$ cat src/rtl/pkt_rd_seq_pkg.sv
package pkt_rd_seq_pkg;

  typedef enum logic {
    SEQ_IDLE = 1'b0,
    SEQ_RUN  = 1'b1
  } seq_state_e;

  typedef struct packed {
    logic aeop;
    logic eop;
    logic sop;
  } pkt_tag_t;

endpackage

$ cat src/rtl/pkt_rd_rr_pick.sv
module pkt_rd_rr_pick #(
  parameter  int NQ = 8,
  localparam int QW = (NQ > 1) ? $clog2(NQ) : 1
) (
  input  logic [NQ-1:0] ready,
  input  logic [QW-1:0] base,
  output logic          found,
  output logic [QW-1:0] pick
);

  // queue index reached by stepping off positions above base, modulo NQ
  function automatic logic [QW-1:0] wrap_add(input logic [QW-1:0] b, input int off);
    int s;
    s = (int'(b) + off) % NQ;
    return QW'(s);
  endfunction

  // ready bits rotated so that position 0 is the queue just above base
  logic [NQ-1:0] rot;

  generate
    for (genvar i = 0; i < NQ; i++) begin : g_rot
      assign rot[i] = ready[wrap_add(base, i + 1)];
    end
  endgenerate

  always_comb begin
    found = |rot;
    pick  = base;
    for (int i = NQ - 1; i >= 0; i--) begin
      if (rot[i]) pick = wrap_add(base, i + 1);
    end
  end

endmodule

$ cat src/rtl/pkt_rd_lead_cnt.sv
module pkt_rd_lead_cnt #(
  parameter int LW = 4
) (
  input  logic          clk,
  input  logic          rst_n,
  input  logic          adv,
  input  logic          clr,
  input  logic          aeop,
  input  logic [LW-1:0] lead,
  output logic          at_one
);

  // words still to come after the current read
  function automatic logic [LW-1:0] eff_count(input logic tag, input logic [LW-1:0] ld,
                                              input logic [LW-1:0] cnt);
    return tag ? ld : cnt;
  endfunction

  logic [LW-1:0] cnt_q;
  logic [LW-1:0] cnt_eff;

  assign cnt_eff = eff_count(aeop, lead, cnt_q);
  assign at_one  = adv && (cnt_eff == LW'(1));

  always_ff @(posedge clk or negedge rst_n) begin
    if (!rst_n) begin
      cnt_q <= '0;
    end else if (clr) begin
      cnt_q <= '0;
    end else if (adv) begin
      cnt_q <= (cnt_eff != '0) ? cnt_eff - LW'(1) : '0;
    end
  end

endmodule

$ cat src/rtl/pkt_rd_ctrl.sv
module pkt_rd_ctrl
  import pkt_rd_seq_pkg::*;
#(
  parameter  int NQ = 8,
  localparam int QW = (NQ > 1) ? $clog2(NQ) : 1
) (
  input  logic          clk,
  input  logic          rst_n,
  input  pkt_tag_t      tag,
  input  logic          found,
  input  logic [QW-1:0] pick,
  input  logic          at_one,
  output logic          rd_en,
  output logic [QW-1:0] cur_q,
  output logic          sel_stb,
  output logic          adv,
  output logic          clr,
  output logic          fire,
  output logic          idle_go,
  output logic          eop_hit
);

  seq_state_e    st_q;
  logic [QW-1:0] nxt_q;
  logic          pend_q;
  logic          seen_sop_q;
  logic          run;

  assign run     = (st_q == SEQ_RUN);
  assign rd_en   = run;
  // an end tag counts only once the packet start has been read
  assign eop_hit = run && tag.eop && (seen_sop_q || tag.sop);
  assign fire    = run && !pend_q && at_one && found;
  assign idle_go = !run && found;
  assign sel_stb = fire || idle_go;
  assign adv     = run;
  assign clr     = eop_hit || !run;

  always_ff @(posedge clk or negedge rst_n) begin
    if (!rst_n) begin
      st_q       <= SEQ_IDLE;
      cur_q      <= QW'(NQ - 1);
      nxt_q      <= '0;
      pend_q     <= 1'b0;
      seen_sop_q <= 1'b0;
    end else if (!run) begin
      pend_q     <= 1'b0;
      seen_sop_q <= 1'b0;
      if (idle_go) begin
        st_q  <= SEQ_RUN;
        cur_q <= pick;
      end
    end else begin
      if (tag.sop) seen_sop_q <= 1'b1;
      if (fire) begin
        nxt_q  <= pick;
        pend_q <= 1'b1;
      end
      if (eop_hit) begin
        seen_sop_q <= 1'b0;
        if (pend_q) begin
          cur_q  <= nxt_q;
          pend_q <= 1'b0;
        end else if (fire) begin
          cur_q  <= pick;
          pend_q <= 1'b0;
        end else begin
          st_q <= SEQ_IDLE;
        end
      end
    end
  end

endmodule

$ cat src/rtl/pkt_rd_seq.sv
module pkt_rd_seq
  import pkt_rd_seq_pkg::*;
#(
  parameter  int NQ = 8,
  parameter  int LW = 4,
  localparam int QW = (NQ > 1) ? $clog2(NQ) : 1
) (
  input  logic          clk,
  input  logic          rst_n,
  input  logic [NQ-1:0] qrdy_n,
  input  logic          rd_sop,
  input  logic          rd_eop,
  input  logic          rd_aeop,
  input  logic [LW-1:0] lead_cnt,
  output logic          rd_en,
  output logic [QW-1:0] q_sel,
  output logic          sel_stb
);

  pkt_tag_t      tag;
  logic          found;
  logic [QW-1:0] pick;
  logic          at_one;
  logic          adv;
  logic          clr;
  logic          fire;
  logic          idle_go;
  logic          eop_hit;
  logic [QW-1:0] cur_q;

  assign tag = '{aeop: rd_aeop, eop: rd_eop, sop: rd_sop};

  pkt_rd_rr_pick #(.NQ(NQ)) u_pick (
    .ready (~qrdy_n),
    .base  (cur_q),
    .found (found),
    .pick  (pick)
  );

  pkt_rd_lead_cnt #(.LW(LW)) u_lead (
    .clk    (clk),
    .rst_n  (rst_n),
    .adv    (adv),
    .clr    (clr),
    .aeop   (tag.aeop),
    .lead   (lead_cnt),
    .at_one (at_one)
  );

  pkt_rd_ctrl #(.NQ(NQ)) u_ctrl (
    .clk     (clk),
    .rst_n   (rst_n),
    .tag     (tag),
    .found   (found),
    .pick    (pick),
    .at_one  (at_one),
    .rd_en   (rd_en),
    .cur_q   (cur_q),
    .sel_stb (sel_stb),
    .adv     (adv),
    .clr     (clr),
    .fire    (fire),
    .idle_go (idle_go),
    .eop_hit (eop_hit)
  );

  assign q_sel = cur_q;

endmodule

$ cat config.mk
export PLATFORM = sky130hd
export DESIGN_NAME = pkt_rd_seq
export DESIGN_NICKNAME = d
export VERILOG_FILES = /design/src/rtl/pkt_rd_seq_pkg.sv /design/src/rtl/pkt_rd_rr_pick.sv /design/src/rtl/pkt_rd_lead_cnt.sv /design/src/rtl/pkt_rd_ctrl.sv /design/src/rtl/pkt_rd_seq.sv
export SDC_FILE = /design/constraint.sdc
export NUM_CORES = 1
export LEC_CHECK = 0
export BUFFER_PORTS_ARGS = -buffer_cell sky130_fd_sc_hd__buf_2
export CAP_MARGIN = 0
export CORE_UTILIZATION = 35
export DETAILED_ROUTE_END_ITERATION = 8
export GPL_TIMING_DRIVEN = 0
export HOLD_SLACK_MARGIN = 0.08
export RECOVER_POWER = 50
export SLEW_MARGIN = 20
export SYNTH_ARGS = -nofsm -noshare
export SYNTH_HDL_FRONTEND = slang
export SYNTH_HIERARCHICAL = 1
export SYNTH_SLANG_ARGS = --single-unit
$ cat constraint.sdc
create_clock -name clk -period 10.4 [get_ports clk]
set_clock_uncertainty 0.1 [all_clocks]
set_input_delay 1.04 -clock clk [delete_from_list [all_inputs] [get_ports clk]]
set_output_delay 1.04 -clock clk [all_outputs]
set_load 0.03 [all_outputs]
==> impl.org, run 1 <==
** CTS
- Clock-pin slew was measured on the worst setup and hold paths at 0.05 ns.
- CTS built an H-tree with a depth of 1.
- Inserted Clock Buffers :: 3
- In this run the clock root is driven by a clkbuf_8.
- Clock latency on the worst-skew pair :: 0.24 ns
- # hold bufs at CTS :: 0
- CTS sink cnt :: 13
- Once the clock tree was built, the resizer swapped 0 gates to a different size.
- Counting along the longest clock path gives a buffer depth of 2.
- CTS tree :: done
- After clock tree synthesis, the setup repair step added 0 buffers.

** Route
- After detailed routing, the average wire length per cell comes to 15.7 µm.
- For this block, the via count after detailed routing is 1,332.
- The routed design has 3670 µm of wire.
- Number of nets with antenna violations after detailed routing :: 0
- Using the TritonRoute via totals, the vias-per-cell ratio works out to 5.69.
- The pre-antenna-repair detailed-routing pass consisted of 4 iterations.
- Detailed router's first-iteration violation count :: 72
- Final routed DRC violation total :: 0

** Pwr
- Power density cells :: 394 nW/µm²
- Peak supply drop :: 164 µV
- Internal power summed over all cells :: 0.000348 W
- Net switching is 49.3% of the power.
- For this design the static power due to leakage is 0.769 nW.
- Share of total power in sequential cells :: 15.0%
- Part of the power in the clock network :: 6.2%
- The analysis attributes to net switching a power of 0.000338 W.
- Combinational cells account for 78.8% of the total power.

** Synthesis
- Counting every net in the synthesized netlist gives 182.
- Avg Synthesized Cell Area :: 9.64 µm²
- Summing every instance area after synthesis gives 1540 µm².
- The cell count after synthesis came out at 160.
- Warnings from Yosys :: 6

** Worst setup path
- STA puts the critical path data required time at 9.26 ns.
- The critical path is of the reg2out type.
- Cell occurring most often along the worst timing path :: buf_2
- Category of the worst setup path launch point :: flip-flop
- Ordered list of cells on the worst path :: buf_2 -> buf_2 -> inv_1 -> ha_1 -> clkbuf_2 -> mux4_2 -> nor4b_1 -> nand4b_1 -> nand2b_1 -> nand2_1 -> buf_2
- In this design, the stage delay of the slowest critical-path cell is 0.56 ns.
- Along the worst path, the maximum fanout reaches 10.
- On the critical path, the stage with the largest delay is an instance of dfstp_2.
- Arr. time, crit path :: 3.66 ns
- The critical path contains buffers and inverters numbering 5 combined.
- Sort of element at the end of the critical path :: primary output
- Family with the most delay on the worst path :: buffers and inverters

** Timing
- For the pin with the worst max-slew slack, the measured transition is 0.659 ns.
- Highest clock frequency the design can meet :: 208 MHz
- The number of hold violations in the final report was 0.
- Max Transition Viols Final :: 0
- Setup total negative slack on the finished layout was measured at 0 ns.
- The final critical path takes up 46.2% of the cycle.
- Setup violations remaining at the end of the flow were counted as 0.
- The worst pin sits at a relative slew slack of 56.1%.
- Post-layout min period :: 4.80 ns
- Unrepaired setup endpoints after global routing :: false
- Setup slack on the critical path of the routed design comes to 5.60 ns.

** Run
- The tool flagged a number of max-cap violations equal to 0.

** Global route
- Entering global routing, the biggest net connects 14 pins.
- The first global-routing pass estimated 6290 µm of wire.
- GR Util All Layers :: 18.1%
- The number of antenna violations at the first check in global routing is 0.
- The number of global-route vias before repair came to 1,382.
- Final global-route overflow total :: 0

** Worst hold path
- The worst hold path belongs to the class reg2reg.

** Floorplanning
- Once the floorplan was initialized, standard cells occupied 37.5% of the core.
- The total area inside the core boundary comes to 4120 µm².
- Vert. Die Dim :: 68.4 µm
- IO Pins :: 22
- The floorplan has 23 rows.
- Die outline area :: 4680 µm²
- Width of the die :: 68.4 µm

** Place
- Post-placement cell count :: 230
- Prior to clock tree synthesis, the placed netlist has a worst setup slack of 5.91 ns.
- Routability-driven placement finished with a final weighted congestion of 0.877.
- The wire-length estimate of the detail-placed layout is 2900 µm.
- IO Port Bufs :: 20

** Finish
- The top cell types in the final layout, fill and taps aside, are buf_2 (21), inv_1 (15), nand2_1 (13), mux2_2 (13), dfrtp_1 (10).
- Number of antenna repair diodes :: 0
- Of the cells placed in the final design, the portion with a size suffix greater than 1 is 33.2%.
- Most frequent standard cell in the layout excluding fill and tap cells :: buf_2
- Total of fill cells in the finished design :: 407
- The final layout contains 207 nets.
- Area added between synthesis and finish :: 13.1%
- Count of non-filler cells in the finished layout :: 234

** Run status
- The flow ran to the end, and the final reports show no timing, DRC or antenna violations.
==> per-stage QoR <==
stage	area [µm²]	hold slack, ns	total power, W	utilization (%)
after CTS	1750	0.406	0.000688	42.5
after global routing	1740	0.422	0.000746	42.4
after floorplan	1540	0.375	0.000532	-
final	1740	0.402	0.000687	42.4
after global placement	1710	0.386	0.000617	41.4
after detailed placement	1710	0.394	0.000639	41.4
==> routing by layer <==
layer | share of wire, % | wire length, µm | vias up | global-route usage [%]
met4 | 1.9 | 68 | 0 | 7.81
met5 | 0 | 0 | - | 0
li1 | - | - | 644 | -
met3 | 4.2 | 153 | 10 | 1.67
met1 | 42 | 1550 | 634 | 21.4
met2 | 52 | 1900 | 44 | 32.7
==> path summary, 6_finish.rpt <==
check                                              end  slack [ns]                        start  depth (start not counted)
max                                            sel_stb        5.60  u_ctrl/cur_q[1]$_DFFE_PN1P_                         11
min                        u_ctrl/nxt_q[0]$_DFFE_PN0P_        0.40  u_ctrl/nxt_q[0]$_DFFE_PN0P_                          1
max reg2reg                u_ctrl/cur_q[1]$_DFFE_PN1P_        6.42  u_ctrl/cur_q[1]$_DFFE_PN1P_                         13
min reg2reg                u_ctrl/nxt_q[0]$_DFFE_PN0P_        0.40  u_ctrl/nxt_q[0]$_DFFE_PN0P_                          1
max in group asynchronous  u_lead/cnt_q[0]$_DFFE_PN0P_        9.07                        rst_n                          1
min in group asynchronous         u_ctrl/adv$_DFF_PN0_        0.70                        rst_n                          1
==> registers in the layout, summed over array words and instances (netlist names) <==
signal	count
u_ctrl/nxt_q	3
u_lead/cnt_q	4
u_ctrl/seen_sop_q	1
u_ctrl/pend_q	1
u_ctrl/adv	1
u_ctrl/cur_q	3
==> power by group through the flow <==
stage | clock, W | sequential [W] | combinational (W)
6_report | 0.0000429 | 0.000103 | 0.000541
5_1_grt | 0.0000465 | 0.000109 | 0.000591
4_1_cts | 0.0000443 | 0.000104 | 0.000539
2_1_floorplan | 0 | 0.000109 | 0.000423
3_5_place_dp | 0 | 0.000105 | 0.000534
3_3_place_gp | 0 | 0.000104 | 0.000513
==> layout make-up <==
type | instances | area (µm²) | area share [%]
tap | 50 | 62.6 | 3.59
timing repair buffer | 20 | 97.6 | 5.60
buffer | 8 | 55.1 | 3.16
clock buffer | 4 | 45.0 | 2.58
sequential | 13 | 329 | 18.9
inverter | 16 | 60.1 | 3.44
multi-input combinational | 123 | 1090 | 62.8
(Power assumes the default switching activity.)
==> run 2, diff against run 1 <==
--- a/config.mk
+++ b/config.mk
@@ -5,6 +5,7 @@
 export SDC_FILE = /design/constraint.sdc
 export NUM_CORES = 1
 export LEC_CHECK = 0
+export ABC_AREA = 1
 export BUFFER_PORTS_ARGS = -buffer_cell sky130_fd_sc_hd__buf_2
 export CAP_MARGIN = 0
 export CORE_UTILIZATION = 35
==> constraint.sdc (replaced) <==
create_clock -name clk -period 4.79 [get_ports clk]
set_clock_uncertainty 0.1 [all_clocks]
set_input_delay 0.479 -clock clk [delete_from_list [all_inputs] [get_ports clk]]
set_output_delay 0.479 -clock clk [all_outputs]
set_load 0.03 [all_outputs]
==> run 2 against run 1 <==
  * Die area decreased by 1.3%
  * Sequential share of layout area increased by 0.11 points
  * Via count increased by 11%
  * Cell count increased by 37%
  * Critical path depth increased by 3
  * Global-route usage decreased by 3.1 points
==> impl.org, run 2 <==
** Run status
- Run status :: complete, no violations (unchanged)

** Finish
- Final Net Count :: 293 (was 207)
- Top Registers :: u_lead/cnt_q: 4 flops, u_ctrl/cur_q: 3 flops, u_ctrl/nxt_q: 3 flops (unchanged)
- Highest-count cells in the layout ignoring fill and taps :: nand2_1 (90), nand3_1 (35), inv_1 (33), buf_2 (19), nand2_2 (14) (was buf_2 (21), inv_1 (15), nand2_1 (13), mux2_2 (13), dfrtp_1 (10))
- Max reg flops :: 4 (unchanged)
- The fraction of final layout cells sized beyond drive strength 1 is 25.2% (was 33.2%).
- Area added between synthesis and finish :: 14.0% (was 13.1%)
- Most frequent standard cell in the layout excluding fill and tap cells :: nand2_1 (was buf_2)
- The total inserted antenna cells was 0 (unchanged).
- The top register by number of flip-flops is u_lead/cnt_q (unchanged).

** Timing
- Final worst-path cycle share :: 74.7%
- The number of hold violations in the final report came to 0 (unchanged).
- Worst slew margin relative to its limit :: 52.8% (was 56.1%)
- Highest clock frequency the design can meet :: 279 MHz
- Max Transition Viols Final :: 0 (unchanged)
- The transition time at the pin with the least slew margin is 0.709 ns (was 0.659 ns).
- Unrepaired setup endpoints after global routing :: false (unchanged)
- The setup-violating endpoint count in the final report was 0 (unchanged).
- Setup_tns :: 0 ns (unchanged)
- Counting I/O delays and the setup requirement, the final critical path takes 3.58 ns.

** Route
- The number of DRC violations after detailed-routing iteration 0 is 41 (was 72).
- The final routed wirelength across all metal layers is 3070 µm (was 3670 µm).
- The number of nets with antenna violations after detailed routing came to 0 (unchanged).
- Final routed DRC violation total :: 0 (unchanged)
- Pre-antenna DRT Iters :: 4 (unchanged)
- Post-DR wirelength/cell :: 9.59 µm (was 15.7 µm)
- The via count is 1,477 (was 1,332).
- Via density per instance :: 4.62 (was 5.69)

** Floorplanning
- The overall die height is 67.9 µm (was 68.4 µm).
- Width of the die :: 67.9 µm (was 68.4 µm)
- The initial cell density of the core came to 37.2% (was 37.5%).
- Die outline area :: 4610 µm² (was 4680 µm²)
- The area inside the core boundary is 4090 µm² (was 4120 µm²).
- IO Pins :: 22 (unchanged)
- The number of standard-cell rows in the floorplan is 23 (unchanged).

** Worst setup path
- The critical path data required time was 4.21 ns (was 9.26 ns).
- Family with the most delay on the worst path :: simple AND/OR/NAND/NOR gates (was buffers and inverters)
- Arr. time, crit path :: 3.00 ns (was 3.66 ns)
- Ordered list of cells on the worst path: buf_6 -> inv_8 -> ha_1 -> inv_2 -> nand3_1 -> nand3_2 -> nand2_2 -> nor4_1 -> nand2_1 -> nand2_1 -> nor3_4 -> inv_2 -> nand2_1 -> buf_2 (was buf_2 -> buf_2 -> inv_1 -> ha_1 -> clkbuf_2 -> mux4_2 -> nor4b_1 -> nand4b_1 -> nand2b_1 -> nand2_1 -> buf_2).
- Critical R2R Launch :: u_ctrl/cur_q[0]$_DFFE_PN1P_ (was u_ctrl/cur_q[1]$_DFFE_PN1P_)
- The category of the worst setup path capture point was a primary output (unchanged).
- Slowest CP cell :: dfstp_2 (unchanged)
- Start-to-end type of the worst setup path :: reg2out (unchanged)
- The startpoint kind of the worst setup timing path is a flip-flop (unchanged).
- Depth of the most critical reg-to-reg path :: 14 (was 13)
- The critical-path maximum fanout is 10 (unchanged).
- The timing startpoint of the critical path is u_ctrl/cur_q[0]$_DFFE_PN1P_ (was u_ctrl/cur_q[1]$_DFFE_PN1P_).
- The dominant cell type by count on the critical path is nand2_1 (was buf_2).
- The number of buffers and inverters on the critical path came to 5 (unchanged).
- Critical path depth :: 14 (was 11)
- The biggest cell delay along the critical path is 0.56 ns (about the same).

** Worst hold path
- The class of the tightest hold or removal check is reg2reg (unchanged).
- The number of cells on the worst hold path is 2 (was 1).
- Worst hold path startpoint :: u_ctrl/nxt_q[2]$_DFFE_PN0P_ (was u_ctrl/nxt_q[0]$_DFFE_PN0P_)

** Place
- The routability congestion estimate was 0.835 (was 0.877).
- IO Port Bufs :: 21 (was 20)
- The half-perimeter wire length after placement came to 2470 µm (was 2900 µm).

** CTS
- CTS sink cnt :: 13 (unchanged)
- Reg clk slew, reported paths :: 0.05 ns (about the same)
- Worst-case clock buffer depth :: 2 (unchanged)
- The clock insertion delay at the later pin of the skew report was 0.24 ns (about the same).
- Deepest level of the CTS H-tree :: 1 (unchanged)
- The number of clock buffers inserted by TritonCTS was 3 (unchanged).
- The library cell used as clock root buffer is clkbuf_8 (unchanged).
- The CTS tree is done (unchanged).

** Synthesis
- Net count after synthesis :: 266 (was 182)
- The number of warnings printed during yosys synthesis came to 6 (unchanged).
- The number of standard cells after synthesis came to 244 (was 160).
- Total standard cell area after synthesis :: 1520 µm² (was 1540 µm²)
- The mean instance size in the synthesized netlist was 6.24 µm² (was 9.64 µm²).

** Global route
- GR Util All Layers :: 14.9% (was 18.1%)
- The number of global-route vias before repair was 1,262 (was 1,382).
- Pin count of the biggest net entering global routing :: 14 (unchanged)
- Antenna violations before repair :: 0 (unchanged)
- The aggregate global routing overflow was 0 (unchanged).
- The wire length of the first global-routing pass was 5320 µm (was 6290 µm).

** Run
- Max-cap violations :: 0 (unchanged)
[run 2: cell types whose count changed in the layout (fill, tap and decap cells not counted), sizes merged, moves of 5 or more]
cell / delta
mux2i: -10
inv: +26
nand2: +93
a22oi: -5
mux4: -7
nand3: +40
mux2: -13
[run 2: timing repair]
action | CTS | global route
gates resized for setup | 0 | 0
hold buffers | 1 | 0
buffers inserted | 0 | 0
endpoints found under the hold margin | 10 | 0
[run 2: per-stage QoR]
step	hold WS [ns]	util, %	area [µm²]	cells	worst slack [ns]
after global placement	0.286	41.3	1690	315	1.47
after CTS	0.377	42.7	1740	320	1.22
after detailed placement	0.283	41.3	1690	315	1.49
after floorplan	0.0834	-	1520	244	1.75
after global routing	0.399	42.4	1730	320	1.00
final	0.374	42.4	1730	320	1.21
[run 2: worst paths after layout]
path                                                  to  slack (ns)
hold reg to reg              u_ctrl/nxt_q[2]$_DFFE_PN0P_        0.37
max in group asynchronous    u_ctrl/nxt_q[2]$_DFFE_PN0P_        3.45
setup reg to reg             u_ctrl/cur_q[2]$_DFFE_PN1P_        1.79
setup / recovery                                 sel_stb        1.21
min in group asynchronous  u_ctrl/seen_sop_q$_DFFE_PN0P_        0.69
hold / removal               u_ctrl/nxt_q[2]$_DFFE_PN0P_        0.37
[run 2: worst reg2reg max path: stages (launching register included)]
cell,delay [ns]
dfstp_2,0.56
buf_6,0.16
inv_8,0.06
ha_1,0.43
inv_2,0.18
nand3_1,0.16
nand3_2,0.12
nand2_2,0.07
nor4_1,0.33
nand2_1,0.13
nand2_1,0.18
nand3_1,0.17
nand2_1,0.16
nand2_1,0.06
nand2_1,0.06
[run 2: final cells by class]
type	instances	area, µm²
Timing Repair Buffer	22	113
Sequential cell	13	329
Clock buffer	4	45.0
Buffer	5	45.0
Tap cell	50	62.6
Multi-Input combinational cell	183	966
Inverter	43	174
Fill cell	455	2350
[run 2: routing by layer]
layer	up-vias	track usage, %	routed length [µm]
met2	20	24.1	1320
met1	640	20.9	1640
met4	0	4.69	38
li1	812	-	-
met5	-	0	0
met3	5	1.00	66
Power of run 2 is left out: the tool's default activity adds up to more than one toggle a clock period on the data nets, which glitch-free logic cannot reach.
==> run 3, diff against run 2 <==
==> constraint.sdc (replaced) <==
create_clock -name clk -period 3.6 [get_ports clk]
set_clock_uncertainty 0.1 [all_clocks]
set_input_delay 0.36 -clock clk [delete_from_list [all_inputs] [get_ports clk]]
set_output_delay 0.36 -clock clk [all_outputs]
set_load 0.03 [all_outputs]
==> run 3 against run 2 <==
  * First-iteration DRC count rose by 37%
  * Highest routed layer unchanged
  * Critical path type unchanged
  * Non-clock buffer count stayed put
  * Register-to-register slack got worse by 1.1 ns
  * Utilization is 0.061 points higher
  * Final area rose by 0.14%
  * Worst hold slack got worse by 0.11 ns
  * Sequential cell count unchanged
  * Routed wire length is 0.94% higher
==> impl.org, run 3 (synthesis results as in run 2) <==
** Worst hold path
- Tightest Hold Check Type :: in2reg (was reg2reg)
- Cell count of the worst hold path :: 3 (was 2)

** Global route
- GR Util All Layers :: 14.9% (unchanged)
- Antenna violations before repair :: 0 (unchanged)
- The pin count of the biggest net entering global routing is 14 (unchanged).
- The aggregate global routing overflow is 0 (unchanged).
- Number of global-route vias before repair :: 1,262 (unchanged)
- The wire length of the first global-routing pass came to 5320 µm (unchanged).

** Timing
- Setup_tns :: 0 ns (unchanged)
- Static timing analysis puts the maximum clock frequency at 297 MHz.
- Max Transition Viols Final :: 0 (unchanged)
- The number of hold violations in the final report was 0 (unchanged).
- Final-report setup violation count :: 0 (unchanged)
- Measured slew at the worst slew-check pin :: 0.709 ns (unchanged)
- Final worst-path cycle share :: 93.5%
- Unrepaired setup endpoints after global routing: false (unchanged).
- Counting I/O delays and the setup requirement, the final critical path takes 3.37 ns.
- Worst slew margin relative to its limit :: 52.8% (unchanged)

** Floorplanning
- The total I/O pin count is 22 (unchanged).
- Width of the die :: 67.9 µm (unchanged)
- Initial Util :: 37.2% (unchanged)
- Vert. Die Dim :: 67.9 µm (unchanged)
- The area inside the core boundary came to 4090 µm² (unchanged).
- Number of cell rows :: 23 (unchanged)
- The die footprint is 4610 µm² (unchanged).

** Place
- Instance area at placement :: 1690 µm² (unchanged)
- Routability Congestion :: 0.835 (unchanged)
- The count of buffers from port buffering was 21 (unchanged).
- The half-perimeter wire length after placement is 2470 µm (unchanged).

** Worst setup path
- Critical path depth :: 14 (unchanged)
- The number of buffers and inverters on the critical path is 5 (unchanged).
- The worst path arrival time came to 2.91 ns (was 3.00 ns).
- Worst Path Max Fanout :: 10 (unchanged)
- The biggest cell delay along the critical path is 0.56 ns (about the same).
- Ordered list of cells on the worst path: buf_6 -> inv_8 -> ha_2 -> inv_2 -> nand3_1 -> nand3_2 -> nand2_2 -> nor4_1 -> nand2_1 -> nand2_1 -> nor3_4 -> inv_2 -> nand2_1 -> buf_2 (was buf_6 -> inv_8 -> ha_1 -> inv_2 -> nand3_1 -> nand3_2 -> nand2_2 -> nor4_1 -> nand2_1 -> nand2_1 -> nor3_4 -> inv_2 -> nand2_1 -> buf_2).
- Category of the worst setup path launch point :: flip-flop (unchanged)
- The depth of the worst register-to-register path came to 14 (unchanged).
- The critical path's top delay family is simple AND/OR/NAND/NOR gates (unchanged).
- Cell occurring most often along the worst timing path :: nand2_1 (unchanged)
- Required @ worst endpoint :: 3.14 ns (was 4.21 ns)
- The critical-path cell with the highest stage delay is dfstp_2 (unchanged).
- Start-to-end type of the worst setup path :: reg2out (unchanged)
- The category of the worst setup path capture point was a primary output (unchanged).

** Finish
- Design Area, Final :: 1740 µm² (was 1730 µm²)
- Fraction of layout cells with a size suffix above 1 :: 25.6% (was 25.2%)
- The register area came to 329 µm² (unchanged).
- Area added between synthesis and finish :: 14.1% (was 14.0%)
- The top register by number of flip-flops is u_lead/cnt_q (unchanged).
- The number of filler cells placed in the layout was 458 (was 455).
- Number of antenna repair diodes :: 0 (unchanged)
- Final Net Count :: 293 (unchanged)
- The multi-input gate area in the final layout was 968 µm² (was 966 µm²).
- The most common cell after layout, fill and taps aside is nand2_1 (unchanged).
- Top Registers: u_lead/cnt_q: 4 flops, u_ctrl/cur_q: 3 flops, u_ctrl/nxt_q: 3 flops (unchanged).
- Highest-count cells in the layout ignoring fill and taps :: nand2_1 (90), nand3_1 (35), inv_1 (33), buf_2 (19), nand2_2 (14) (unchanged)
- Max reg flops :: 4 (unchanged)

** Route
- The average wire per standard cell is 9.68 µm (was 9.59 µm).
- Via density per instance :: 4.63 (was 4.62)
- The length of the first detailed-routing pass in iterations came to 4 (unchanged).
- The final routed wirelength across all metal layers came to 3100 µm (was 3070 µm).
- Detailed router's first-iteration violation count :: 56 (was 41)
- Final routed DRC violation total :: 0 (unchanged)
- Number of nets with antenna violations after detailed routing :: 0 (unchanged)
- Via count :: 1,482 (was 1,477)

** CTS
- The largest buffer count on any clock path came to 2 (unchanged).
- The TritonCTS sink count was 13 (unchanged).
- Inserted Clock Buffers :: 3 (unchanged)
- Deepest level of the CTS H-tree :: 1 (unchanged)
- The CTS clock-pin slew for the worst setup and hold paths is 0.06 ns (was 0.05 ns).
- The library cell used as clock root buffer is clkbuf_8 (unchanged).
- The CTS tree is done (unchanged).
- The clock insertion delay at the later pin of the skew report is 0.24 ns (about the same).

** Run
- Max-cap violations :: 0 (unchanged)

** Run status
- Run status :: complete, no violations (unchanged)
==> run 3: cell type report <==
type	count	area share, %
repair buffers	22	6.48
well taps	50	3.60
flip-flops and latches	13	18.9
multi-input cells	183	55.8
plain buffers	5	2.59
inverters	43	10.0
clock buffers	4	2.59
==> run 3: final timing paths <==
path                                                  start                            end  slack [ns]
worst min register to register  u_ctrl/nxt_q[2]$_DFFE_PN0P_    u_ctrl/nxt_q[2]$_DFFE_PN0P_        0.37
worst max-delay path            u_ctrl/cur_q[0]$_DFFE_PN1P_                        sel_stb        0.23
worst min-delay path                                 rd_sop  u_ctrl/seen_sop_q$_DFFE_PN0P_        0.27
worst max register to register  u_ctrl/cur_q[0]$_DFFE_PN1P_    u_ctrl/cur_q[2]$_DFFE_PN1P_        0.69
min in group asynchronous                             rst_n  u_ctrl/seen_sop_q$_DFFE_PN0P_        0.57
max in group asynchronous                             rst_n    u_ctrl/nxt_q[2]$_DFFE_PN0P_        2.38
==> run 3: what timing repair did <==
| action | CTS | global route |
|---|---|---|
| setup buffers | 0 | 0 |
| hold buffers | 1 | 0 |
| resized for setup | 0 | 1 |
| setup endpoints to repair | 0 | 1 |
| endpoints found under the hold margin | 10 | 0 |
==> run 3: metrics by stage <==
step                hold WS (ns)  utilization, %  cells  setup slack, ns
floorplan                -0.0356               -    244            0.677
global placement           0.167            41.3    315            0.397
detailed placement         0.164            41.3    315            0.423
CTS                        0.266            42.7    320            0.150
global route               0.298            42.5    320           0.0359
finish                     0.266            42.5    320            0.233
==> run 3: worst reg2reg max path, cell delays in order (launching register included) <==
cell and delay [ns]:
dfstp_2 0.56, buf_6 0.16, inv_8 0.07, ha_2 0.36, inv_2 0.15, nand3_1 0.16
nand3_2 0.12, nand2_2 0.07, nor4_1 0.33, nand2_1 0.13, nand2_1 0.18, nand3_1 0.17
nand2_1 0.16, nand2_1 0.06, nand2_1 0.06
==> run 3: layer usage <==
metal,up-vias,global-route usage [%],share of wire (%)
met5,-,0,0
li1,810,-,-
met3,5,1.00,2.0
met2,19,24.1,43
met1,648,20.9,54
met4,0,4.69,1.2
Power of run 3 is left out for the same reason.
